--- src/rtl/rx_silo.sv ---
module rx_silo #(
  parameter int DEPTH = 64
) (
  input  logic         clk,
  input  logic         rst_n,
  input  logic [15:0]  line_valid,
  input  logic [127:0] line_data,
  input  logic [15:0]  line_perr,
  input  logic [15:0]  line_ferr,
  input  logic [1:0]   reg_sel,
  input  logic         reg_wr,
  input  logic         reg_rd,
  input  logic [15:0]  reg_wdata,
  output logic [15:0]  reg_rdata,
  output logic         irq
);
  localparam int NL = 16;
  localparam int AW = $clog2(DEPTH);
  localparam int CW = AW + 1;

  logic [NL-1:0] pend, pend_ovr, pend_pe, pend_fe;
  logic [7:0]    pend_d [NL];
  logic [14:0]   mem [DEPTH];
  logic [AW-1:0] wp, rp;
  logic [CW-1:0] cnt, thr;
  logic          rie, aie, alarm, lost;

  logic          gnt_any;
  logic [3:0]    gnt;
  always_comb begin
    gnt_any = 1'b0;
    gnt = '0;
    for (int i = NL-1; i >= 0; i--)
      if (pend[i]) begin
        gnt_any = 1'b1;
        gnt = 4'(i);
      end
  end

  wire full    = cnt == CW'(DEPTH);
  wire nonempt = cnt != '0;
  wire push    = gnt_any && !full;
  wire drop    = gnt_any && full;
  wire pop     = reg_rd && reg_sel == 2'd1 && nonempt;
  wire csr_wr  = reg_wr && reg_sel == 2'd0;
  wire mc      = csr_wr && reg_wdata[11];
  wire hit     = thr != '0 && cnt >= thr;
  wire [14:0] push_w = {pend_ovr[gnt] | lost, pend_fe[gnt], pend_pe[gnt], gnt, pend_d[gnt]};

  for (genvar i = 0; i < NL; i++) begin : g_slot
    wire take = gnt_any && gnt == 4'(i);
    always_ff @(posedge clk or negedge rst_n)
      if (!rst_n) begin
        pend[i] <= 1'b0; pend_ovr[i] <= 1'b0; pend_pe[i] <= 1'b0;
        pend_fe[i] <= 1'b0; pend_d[i] <= '0;
      end else if (mc) begin
        pend[i] <= 1'b0; pend_ovr[i] <= 1'b0;
      end else if (line_valid[i]) begin
        pend[i]     <= 1'b1;
        pend_ovr[i] <= pend[i] && !take;
        pend_pe[i]  <= line_perr[i];
        pend_fe[i]  <= line_ferr[i];
        pend_d[i]   <= line_data[8*i +: 8];
      end else if (take) begin
        pend[i]     <= 1'b0;
      end
  end

  always_ff @(posedge clk)
    if (push && !mc) mem[wp] <= push_w;

  always_ff @(posedge clk or negedge rst_n)
    if (!rst_n) begin
      wp <= '0; rp <= '0; cnt <= '0; thr <= '0;
      rie <= 1'b0; aie <= 1'b0; alarm <= 1'b0; lost <= 1'b0;
    end else if (mc) begin
      wp <= '0; rp <= '0; cnt <= '0; thr <= '0;
      rie <= 1'b0; aie <= 1'b0; alarm <= 1'b0; lost <= 1'b0;
    end else begin
      if (push) wp <= (wp == AW'(DEPTH-1)) ? '0 : wp + 1'b1;
      if (pop)  rp <= (rp == AW'(DEPTH-1)) ? '0 : rp + 1'b1;
      cnt <= cnt + CW'(push) - CW'(pop);
      if (drop) lost <= 1'b1;
      else if (push) lost <= 1'b0;
      if (csr_wr) begin
        rie <= reg_wdata[6];
        aie <= reg_wdata[12];
      end
      if (reg_wr && reg_sel == 2'd2) thr <= reg_wdata[CW-1:0];
      alarm <= (csr_wr && !reg_wdata[14]) ? 1'b0 : (alarm | hit);
    end

  always_comb
    case (reg_sel)
      2'd0:    reg_rdata = {1'b0, alarm, 1'b0, aie, 4'b0, nonempt, rie, 6'b0};
      2'd1:    reg_rdata = nonempt ? {1'b1, mem[rp]} : 16'h0000;
      2'd2:    reg_rdata = 16'(thr);
      default: reg_rdata = 16'h0000;
    endcase

  assign irq = (nonempt && rie) || (alarm && aie);
endmodule


--- config.mk ---
export PLATFORM = sky130hd
export DESIGN_NAME = rx_silo
export DESIGN_NICKNAME = d
export VERILOG_FILES = /design/src/rtl/rx_silo.sv
export SDC_FILE = /design/constraint.sdc
export NUM_CORES = 1
export LEC_CHECK = 0
export ABC_AREA = 1
export CELL_PAD_IN_SITES_DETAIL_PLACEMENT = 0
export CELL_PAD_IN_SITES_GLOBAL_PLACEMENT = 1
export CORE_ASPECT_RATIO = 1.25
export CORE_MARGIN = 2
export CORE_UTILIZATION = 34
export DETAILED_ROUTE_END_ITERATION = 7
export PLACE_DENSITY_LB_ADDON = 0.1
export SLEW_MARGIN = 20
export SYNTH_ARGS = -nofsm -noshare
export SYNTH_HDL_FRONTEND = slang
export SYNTH_SLANG_ARGS = --single-unit
--- constraint.sdc ---
create_clock -name clk -period 6.4 [get_ports clk]
set_input_delay 1.28 -clock clk [delete_from_list [all_inputs] [get_ports clk]]
set_output_delay 1.28 -clock clk [all_outputs]
set_load 0.1 [all_outputs]
[Word-level counts from Yosys, hierarchy flattened]
Memories as Yosys holds them, arrays and structs flattened.
Cells that the tools add are included.
Word-level totals
  bits in registers: 222
  memory bits (writable): 960
  input port bits: 198
  output and inout port bits: 17
  logic and storage cells: 384
  memories kept: 1
Operators by class
  $add $sub $neg: 4
  magnitude comparators: 3
  eq/ne operators: 20
  multiplexer cells: 143
  bitwise logic cells: 4
  reductions and logical operators: 121
Memory list
  mem: words 64, bits a word 15, read ports 1, clocked after memory_dff 0, wr ports 1, line 23  | logic [14:0] mem [DEPTH];
Operators with widths (count)
  two-way mux 1 bit: 110
  two-way mux 4 bit: 16
  nonzero test 3 bit: 17
  one-hot mux 16 bit (3 select lines): 1
  logical AND 1 bit: 44
  nonzero test 2 bit: 20
  two-way mux 6 bit: 6
  binary-select mux 8 bit (select 4 bit): 1
  equality test 4 bit, second input constant: 8
  AND reduction 2 bit: 16
  two-way mux 7 bit: 3
  zero test 1 bit: 19
  equality test 4 x 3 -> 1 bit, second input constant: 4
  two-way mux 16 bit: 1
  two-way mux 8 bit: 2
  nonzero test 7 bit: 2
  adder 6 x 1 -> 6 bit, second input constant: 2
  binary-select mux 1 bit (select 4 bit): 3
  equality test 6 bit, second input constant: 2
  equality test 4 x 2 -> 1 bit, second input constant: 2
  adder 7 x 1 -> 7 bit: 1
  equality test 7 bit, second input constant: 1
  >= comparator 7 bit: 1
  subtractor 7 x 1 -> 7 bit: 1
  other kinds (11): 12

[Longest topological paths before layout]
Gate-level depths: netlist (run 1).
  depth in word-level cells: 22
  depth in mapped cells: 24
  mapped depth without buffers: 23

[Worst setup path before layout (run 1)]
OpenSTA, ideal clock, no wires.
  kind: input to output
  start: input reg_sel[1]
  end: output reg_rdata[10]
  arrival: 4.436 ns
  required time: 5.120 ns
  slack: 0.684 ns
  cell stages on the path: 4
  path buffers: 0
  path through: or2_2 -> nor2_2 -> inv_1 -> a31oi_1
On the way
  word-level cells in the longest chain between the ends: 2
  elaborated cells on any way between the ends: 4
  classes of those cells: eq/ne (2); mux (1); reduce/logical (1)
RTL lines
  from (decl): line 10  | input logic [1:0] reg_sel,
  equality test 2 bit, or another cell as far along: line 94  | case (reg_sel)
  one-hot mux 16 bit (3 select lines) *: line 94
  to (decl): line 14  | output logic [15:0] reg_rdata,
Every way passes the cells marked *; elsewhere a longest branch is shown, timed or not.

[Final worst setup path (run 1)]
  start: register rp[0]
  end: output reg_rdata[1]
On the way
  word-level cells in the longest chain between the ends: 3
RTL lines
  from (decl): line 24  | logic [AW-1:0] wp, rp;
  from (signal assigned): line 81  | if (pop) rp <= (rp == AW'(DEPTH-1)) ? '0 : rp + 1'b1;
  memory read (64 x 15 bit)
  two-way mux 16 bit: line 96  | 2'd1: reg_rdata = nonempt ? {1'b1, mem[rp]} : 16'h0000;
  one-hot mux 16 bit (3 select lines): line 94
No other way between the ends.

==> impl_metrics.env, run 1 <==
export IMPL_status="complete, no violations"
export IMPL_hold_viol=0
export IMPL_start_util_pct=34.2
export IMPL_io_pins=215
export IMPL_critPathMaxFanout=55
export IMPL_nets=4416
export IMPL_cts_root_buf="clkbuf_16"
export IMPL_worstSetupPathType="reg2out"
export IMPL_critPathLaunchType="flip-flop"
export IMPL_timing_hold_ws_ps=483
export IMPL_grt_max_degree=142
export IMPL_p_leak_nw=20.1
export IMPL_cts_max_level=4
export IMPL_wire_per_inst_microns=26.0
export IMPL_post_route_min_period_ps=6290
export IMPL_clock_latency_ps=780
export IMPL_finClkSkew_ps=19.4
export IMPL_drive_above_1_share_pct=12.6
export IMPL_first_pass_iters=5
export IMPL_fin_util_pct=40.5
export IMPL_cts_sinks=1182
export IMPL_yosysWarnings=0
export IMPL_gr_total_overflow=0
export IMPL_setup_slack_ps=106
export IMPL_setup_viol=0
export IMPL_reg2reg_setup_slack_ps=2000
export IMPL_antenna_found_initial=19
export IMPL_die_y_microns=427
export IMPL_vias=32800
export IMPL_finalSetupTns_ps=0
export IMPL_post_cts_buffers=0
export IMPL_ir_drop_uv=283
export IMPL_fp_dieW_microns=343
export IMPL_seq_area_frac_synth_pct=70.5
export IMPL_multi_input_area_sq_um=12800
export IMPL_grt_pass1_wl_mm=233
export IMPL_cp_arrival_ps=5010
export IMPL_power_mw=24.0
export IMPL_tritoncts="done"
export IMPL_worst_ep_required_time_ps=5120
export IMPL_hold_path_class="reg2reg"
export IMPL_hold_buffers=0
export IMPL_rows=155
export IMPL_cts_resized=0
export IMPL_hold_depth=2
export IMPL_ant_nets=0
export IMPL_drc=0
export IMPL_max_freq_mhz=159
export IMPL_core_sq_um=143000
export IMPL_rsz0062_at_grt="no"
export IMPL_min_delay_start="pend_d[127]$_DFFE_PN0P_"
export IMPL_dieArea_sq_um=146000
export IMPL_end_kind="primary output"
export IMPL_timing_final_crit_share_pct=98.3
export IMPL_syn_nets=4181
export IMPL_clkTransAtPathRegs_ps=60
export IMPL_grt_most_used_layer="met2"
export IMPL_register_area_sq_um=34400
export IMPL_dp_hpwl_mm=97.1
export IMPL_pre_cts_ws_ps=941
export IMPL_synth_cell_types=41
export IMPL_use_met3_pct=3.05
export IMPL_numCtsBuffers=130
export IMPL_worstReg2RegStart="pend[14]$_DFFE_PN0P_"
export IMPL_maxCapViolations=0
export IMPL_gp_congestion=0.795
export IMPL_syn_inst=3964
export IMPL_slew_violations=0
export IMPL_power_per_cell_area_nw_per_um2=415
export IMPL_via_per_inst=5.30
export IMPL_tightest_slew_ps=1240
export IMPL_grtUsageMet1_pct=28.3
export IMPL_wirelength_mm=161
export IMPL_slew_headroom_pct=16.1
export IMPL_hold_end="pend_d[127]$_DFFE_PN0P_"
export IMPL_grt_total_usage_pct=21.9
export IMPL_use_met2_pct=38.0
export IMPL_postSynthRegisterBits=1182
export IMPL_grt_pass1_vias=32800
export IMPL_syn_to_final_growth_pct=18.5
export IMPL_fillers=13600
export IMPL_reg2regPathDepth=25
export IMPL_reg2reg_to="mem[20][7]$_DFFE_PP_"
export IMPL_synth_area_per_cell_sq_um=12.3
export IMPL_drt_iter0_drc=2113
export IMPL_syn_area_sq_um=48800
export IMPL_portBuffers=208
export IMPL_clk_path_buf_depth=3
==> sequential cells by signal, summed over array words and instances, names as in the netlist, 7 cells and up <==
name / flops
pend: 16
cnt: 7
thr: 7
pend_fe: 16
mem: 960
pend_ovr: 16
pend_pe: 16
pend_d: 128
==> layer usage <==
layer | wire [microns] | share of wire, %
met1 | 69100 | 43
met2 | 81100 | 50
met3 | 6130 | 3.8
met4 | 4500 | 2.8
met5 | 83 | 0.052
==> critical path: stages, from the launching register on <==
cell and delay (ps):
dfrtp_4 680, inv_8 410, o21ai_0 140, o22ai_1 270, o21ai_0 190, o22ai_1 400, o21ai_0 200, o21ai_0 1010
o21ai_0 340, o21ai_0 300, buf_12 240
==> layout by cell type, fill, tap and decap left out, types with 6 or more instances in the layout <==
cell type / n
nor2_2: 10
bufinv_16: 6
edfxtp_1: 960
clkdlybuf4s50_1: 191
o32ai_1: 8
buf_4: 148
dfrtp_1: 218
o21ai_1: 11
nand2_1: 245
nand4_1: 79
mux2_2: 149
a21oi_1: 47
o221ai_1: 62
nor3_1: 12
inv_1: 111
inv_6: 7
clkbuf_16: 133
nor2_1: 665
o21ai_0: 629
clkbuf_1: 38
clkinv_1: 27
inv_2: 6
ha_1: 18
diode_2: 6
nand2_2: 6
nand3b_1: 20
o211ai_1: 40
clkinv_2: 15
nand3_1: 145
buf_12: 35
o22ai_1: 213
==> stage by stage <==
step	cells	area (sq um)
after detailed placement	5951	53800
after global placement	5951	53800
after global routing	6185	57800
final	6188	57800
after CTS	6182	57800
after floorplan	3964	48800
==> where the power goes <==
part	total, mW	internal [mW]	switching, mW
combinational	7.30	2.06	5.25
sequential	9.45	9.15	0.300
clock	7.23	4.12	3.11
total	24.0	15.3	8.66
==> worst max path at each step <==
| stage | startpoint | end | slack, ps | depth (start not counted) |
|---|---|---|---|---|
| global placement | rp[0]$_DFFE_PN0P_ | reg_rdata[1] | 920 | 10 |
| CTS | rp[0]$_DFFE_PN0P_ | reg_rdata[1] | 80 | 10 |
| finish | rp[0]$_DFFE_PN0P_ | reg_rdata[1] | 110 | 10 |
| floorplan | reg_sel[1] | reg_rdata[10] | 680 | 4 |
| detailed placement | rp[0]$_DFFE_PN0P_ | reg_rdata[1] | 940 | 10 |
| global route | rp[0]$_DFFE_PN0P_ | reg_rdata[1] | 160 | 10 |
==> layout make-up <==
| cell class | count | area share [%] |
|---|---|---|
| Tap cell | 1884 | 4.08 |
| Antenna cell | 6 | 0.0260 |
| Inverter | 123 | 0.827 |
| Clock inverter | 56 | 0.834 |
| Sequential cell | 1182 | 59.5 |
| Timing Repair Buffer | 375 | 6.47 |
| Clock buffer | 175 | 6.10 |
| Multi-Input combinational cell | 2387 | 22.1 |
==> cells by family after synthesis <==
logic type               after synthesis  synth area share, %
AND/OR/NAND/NOR                     1190                 10.2
flip-flops                          1182                 70.5
AO/OA/AOI/OAI                       1027                 11.9
buffers and inverters                395                 3.33
multiplexers                         149                 3.44
adder cells (fa/ha/maj)               19                0.503
XOR/XNOR                               2               0.0359
==> cells in the mapped netlist <==
cell type    n  area, sq um
o21bai_1     2         15.0
nor2_1     674         2530
o32ai_1      8         70.1
nand4_1     79          494
o31ai_1      1         7.51
o31a_1       1         8.76
o21ai_1     11         55.1
or2_2        2         12.5
buf_6        3         33.8
dfrtp_1    222         5560
a22oi_1      1         7.51
nand2_2      1         6.26
o221ai_1    62          543
o22ai_1    213         1330
nor3_1      12         60.1
clkbuf_1   180          676
inv_1      116          435
nand3b_1    20          150
nor2_2       2         12.5
edfxtp_1   960        28800
a21oi_4      1         16.3
buf_4        7         52.6
a21boi_0     1         7.51
fa_1         1         20.0
inv_2        4         15.0
nand2_8      1         20.0
o21ai_0    629         3150
clkinv_1     3         11.3
nand3_1    145          726
nor2_4       1         11.3
xnor2_1      2         17.5
a21oi_1     47          235
o21a_1       5         37.5
nand2_1    250          938
buf_1        8         30.0
o211ai_1    40          300
a31oi_1      5         31.3
mux2_2     149         1680
ha_1        18          225
nand2_4      3         33.8
buf_2       74          370
Power figures use the tool's default switching activity.
==> run 2: changes to the inputs <==
--- a/config.mk
+++ b/config.mk
@@ -5,7 +5,7 @@
 export SDC_FILE = /design/constraint.sdc
 export NUM_CORES = 1
 export LEC_CHECK = 0
-export ABC_AREA = 1
+export ABC_CLOCK_PERIOD_IN_PS = 6400
 export CELL_PAD_IN_SITES_DETAIL_PLACEMENT = 0
 export CELL_PAD_IN_SITES_GLOBAL_PLACEMENT = 1
 export CORE_ASPECT_RATIO = 1.25
==> impl_metrics.env, run 2 <==
export IMPL_gr_total_overflow=0
export IMPL_clock_latency_ps=750
export IMPL_drc=0
export IMPL_dieArea_sq_um=143000
export IMPL_largest_registers="mem (960), pend_d (128)"
export IMPL_tritoncts="done"
export IMPL_yosys_area_top_type="edfxtp_1"
export IMPL_finalSetupTns_ps=0
export IMPL_cts_resized=0
export IMPL_reg2regPathDepth=22
export IMPL_crit_slowest_cell="dfrtp_4"
export IMPL_critPathMaxFanout=31
export IMPL_grt_pass1_vias=27400
export IMPL_syn_to_final_growth_pct=19.5
export IMPL_reg2reg_to="cnt[6]$_DFF_PN0_"
export IMPL_seq_area_frac_synth_pct=72.2
export IMPL_core_sq_um=139000
export IMPL_grt_max_degree=143
export IMPL_synth_top_area_share_pct=60.6
export IMPL_worstSetupPathType="reg2out"
export IMPL_grt_pass1_wl_mm=200
export IMPL_numCtsBuffers=130
export IMPL_vias=25900
export IMPL_synth_most_common_cell="edfxtp_1"
export IMPL_drt_iter0_drc=1927
export IMPL_cp_arrival_ps=4560
export IMPL_tightest_slew_ps=1010
export IMPL_syn_inst=2596
export IMPL_yosys_most_used_dff="edfxtp_1"
export IMPL_post_cts_buffers=0
export IMPL_die_y_microns=422
export IMPL_postSynthRegisterBits=1182
export IMPL_rows=153
export IMPL_crit_chain="buf_4 > mux4_2 > mux4_2 > a221oi_1 > nor3_1 > buf_4"
export IMPL_cts_root_buf="clkbuf_16"
export IMPL_fp_dieW_microns=339
export IMPL_finClkSkew_ps=21.4
export IMPL_cts_sinks=1182
export IMPL_wirelength_mm=140
export IMPL_wire_per_inst_microns=28.4
export IMPL_hold_buffers=0
export IMPL_synth_common_cells="960 x edfxtp_1, 224 x mux4_2, 222 x dfrtp_1"
export IMPL_grt_total_usage_pct=19.6
export IMPL_critical_path_max_stage_delay_ps=880
export IMPL_io_pins=215
export IMPL_hold_viol=0
export IMPL_worst_ep_required_time_ps=5120
export IMPL_status="complete, no violations"
export IMPL_crit_family="multiplexers"
export IMPL_slew_violations=0
export IMPL_largest_reg_flops=960
export IMPL_rsz0062_at_grt="no"
export IMPL_end_kind="primary output"
export IMPL_portBuffers=208
export IMPL_dp_hpwl_mm=90.7
export IMPL_ant_nets=0
export IMPL_nets=3166
export IMPL_hold_end="pend_d[23]$_DFFE_PN0P_"
export IMPL_final_cell_mix="960 x edfxtp_1, 224 x mux4_2, 219 x dfrtp_1"
export IMPL_timing_final_crit_share_pct=91.2
export IMPL_slew_headroom_pct=32.7
export IMPL_clkTransAtPathRegs_ps=60
export IMPL_clk_path_buf_depth=3
export IMPL_post_route_min_period_ps=5840
export IMPL_drive_above_1_share_pct=24.7
export IMPL_hold_depth=1
export IMPL_syn_nets=2813
export IMPL_synth_area_per_cell_sq_um=18.3
export IMPL_crit_start="rp[0]$_DFFE_PN0P_"
export IMPL_syn_area_sq_um=47600
export IMPL_min_delay_start="pend_d[23]$_DFFE_PN0P_"
export IMPL_timing_hold_ws_ps=503
export IMPL_cts_max_level=4
export IMPL_start_util_pct=34.3
export IMPL_reg2reg_setup_slack_ps=1600
export IMPL_synth_cell_types=72
export IMPL_p_leak_nw=19.2
export IMPL_maxCapViolations=0
export IMPL_path_buf_inv=2
export IMPL_final_common_cell="edfxtp_1"
export IMPL_worstReg2RegStart="cnt[2]$_DFF_PN0_"
export IMPL_yosysWarnings=0
export IMPL_setup_viol=0
export IMPL_critPathLaunchType="flip-flop"
export IMPL_synth_edf_count=960
export IMPL_max_freq_mhz=171
export IMPL_via_per_inst=5.27
export IMPL_hold_path_class="reg2reg"
export IMPL_netlist_top_cells_area="edfxtp_1 61%, dfrtp_1 12%, mux4_2 11%, mux2_2 3.8%, mux2i_1 2.7%"
export IMPL_power_mw=21.6
export IMPL_power_per_cell_area_nw_per_um2=380
export IMPL_first_pass_iters=5
export IMPL_ir_drop_uv=308
export IMPL_top_register="mem"
export IMPL_antenna_found_initial=16
export IMPL_gp_congestion=0.821
export IMPL_synth_async_reset_ratio_pct=18.8
## run 2: cell types whose count changed in the layout (fill, tap and decap cells not counted), moves of 28 or more
cell,change
o22ai_1,-186
a22oi_1,+38
nand3_1,-99
a21oi_1,+33
o21ai_0,-600
o211ai_1,-38
mux4_2,+224
nand2_1,-141
nand4_1,-74
inv_1,-82
mux2i_1,+127
buf_12,-28
nor2_1,-519
## run 2: stage by stage
stage               cells  util [%]  cell area (sq um)  worst slack (ps)
floorplan            2596         -              47600               404
global placement     4677      37.8              52500              1060
detailed placement   4677      37.8              52500              1190
CTS                  4909      40.9              56900               581
global route         4909      40.9              56900               465
finish               4914      40.9              56900               561
## run 2: power by group
group	switching, mW	internal [mW]
clock	3.01	4.57
combinational	2.84	1.75
sequential	0.305	9.15
total	6.16	15.5
## run 2: how the worst max path moves through the flow
stage,depth (start not counted),slack [ps],end
floorplan,11,400,reg_rdata[7]
global placement,18,1060,cnt[6]$_DFF_PN0_
detailed placement,18,1190,cnt[6]$_DFF_PN0_
CTS,8,580,reg_rdata[13]
global route,6,460,reg_rdata[4]
finish,6,560,reg_rdata[4]
## run 2: cell type report
| cell class | count | area [sq um] |
|---|---|---|
| repair buffers | 344 | 3160 |
| diodes | 5 | 12.5 |
| fillers | 12600 | 82100 |
| clock buffers | 174 | 3700 |
| inverters | 34 | 128 |
| clock inverters | 58 | 611 |
| well taps | 1860 | 2330 |
| multi-input cells | 1257 | 12600 |
| flip-flops and latches | 1182 | 34400 |
## run 2: layer usage
layer	track usage, %	vias to the layer above	wire, microns
met4	5.50	24	3230
li1	-	11200	-
met5	0	-	160
met2	34.9	687	73200
met3	3.61	184	6930
met1	24.3	13800	56200
## run 2: cells by family after synthesis
kind of cell    Yosys count  share of synthesized area (%)
buf+inv                 157                           1.53
compound gates          316                           4.59
xor+xnor                  7                          0.129
fa+ha+maj                19                          0.515
mux                     516                           17.2
flops                  1182                           72.2
simple gates            399                           3.83
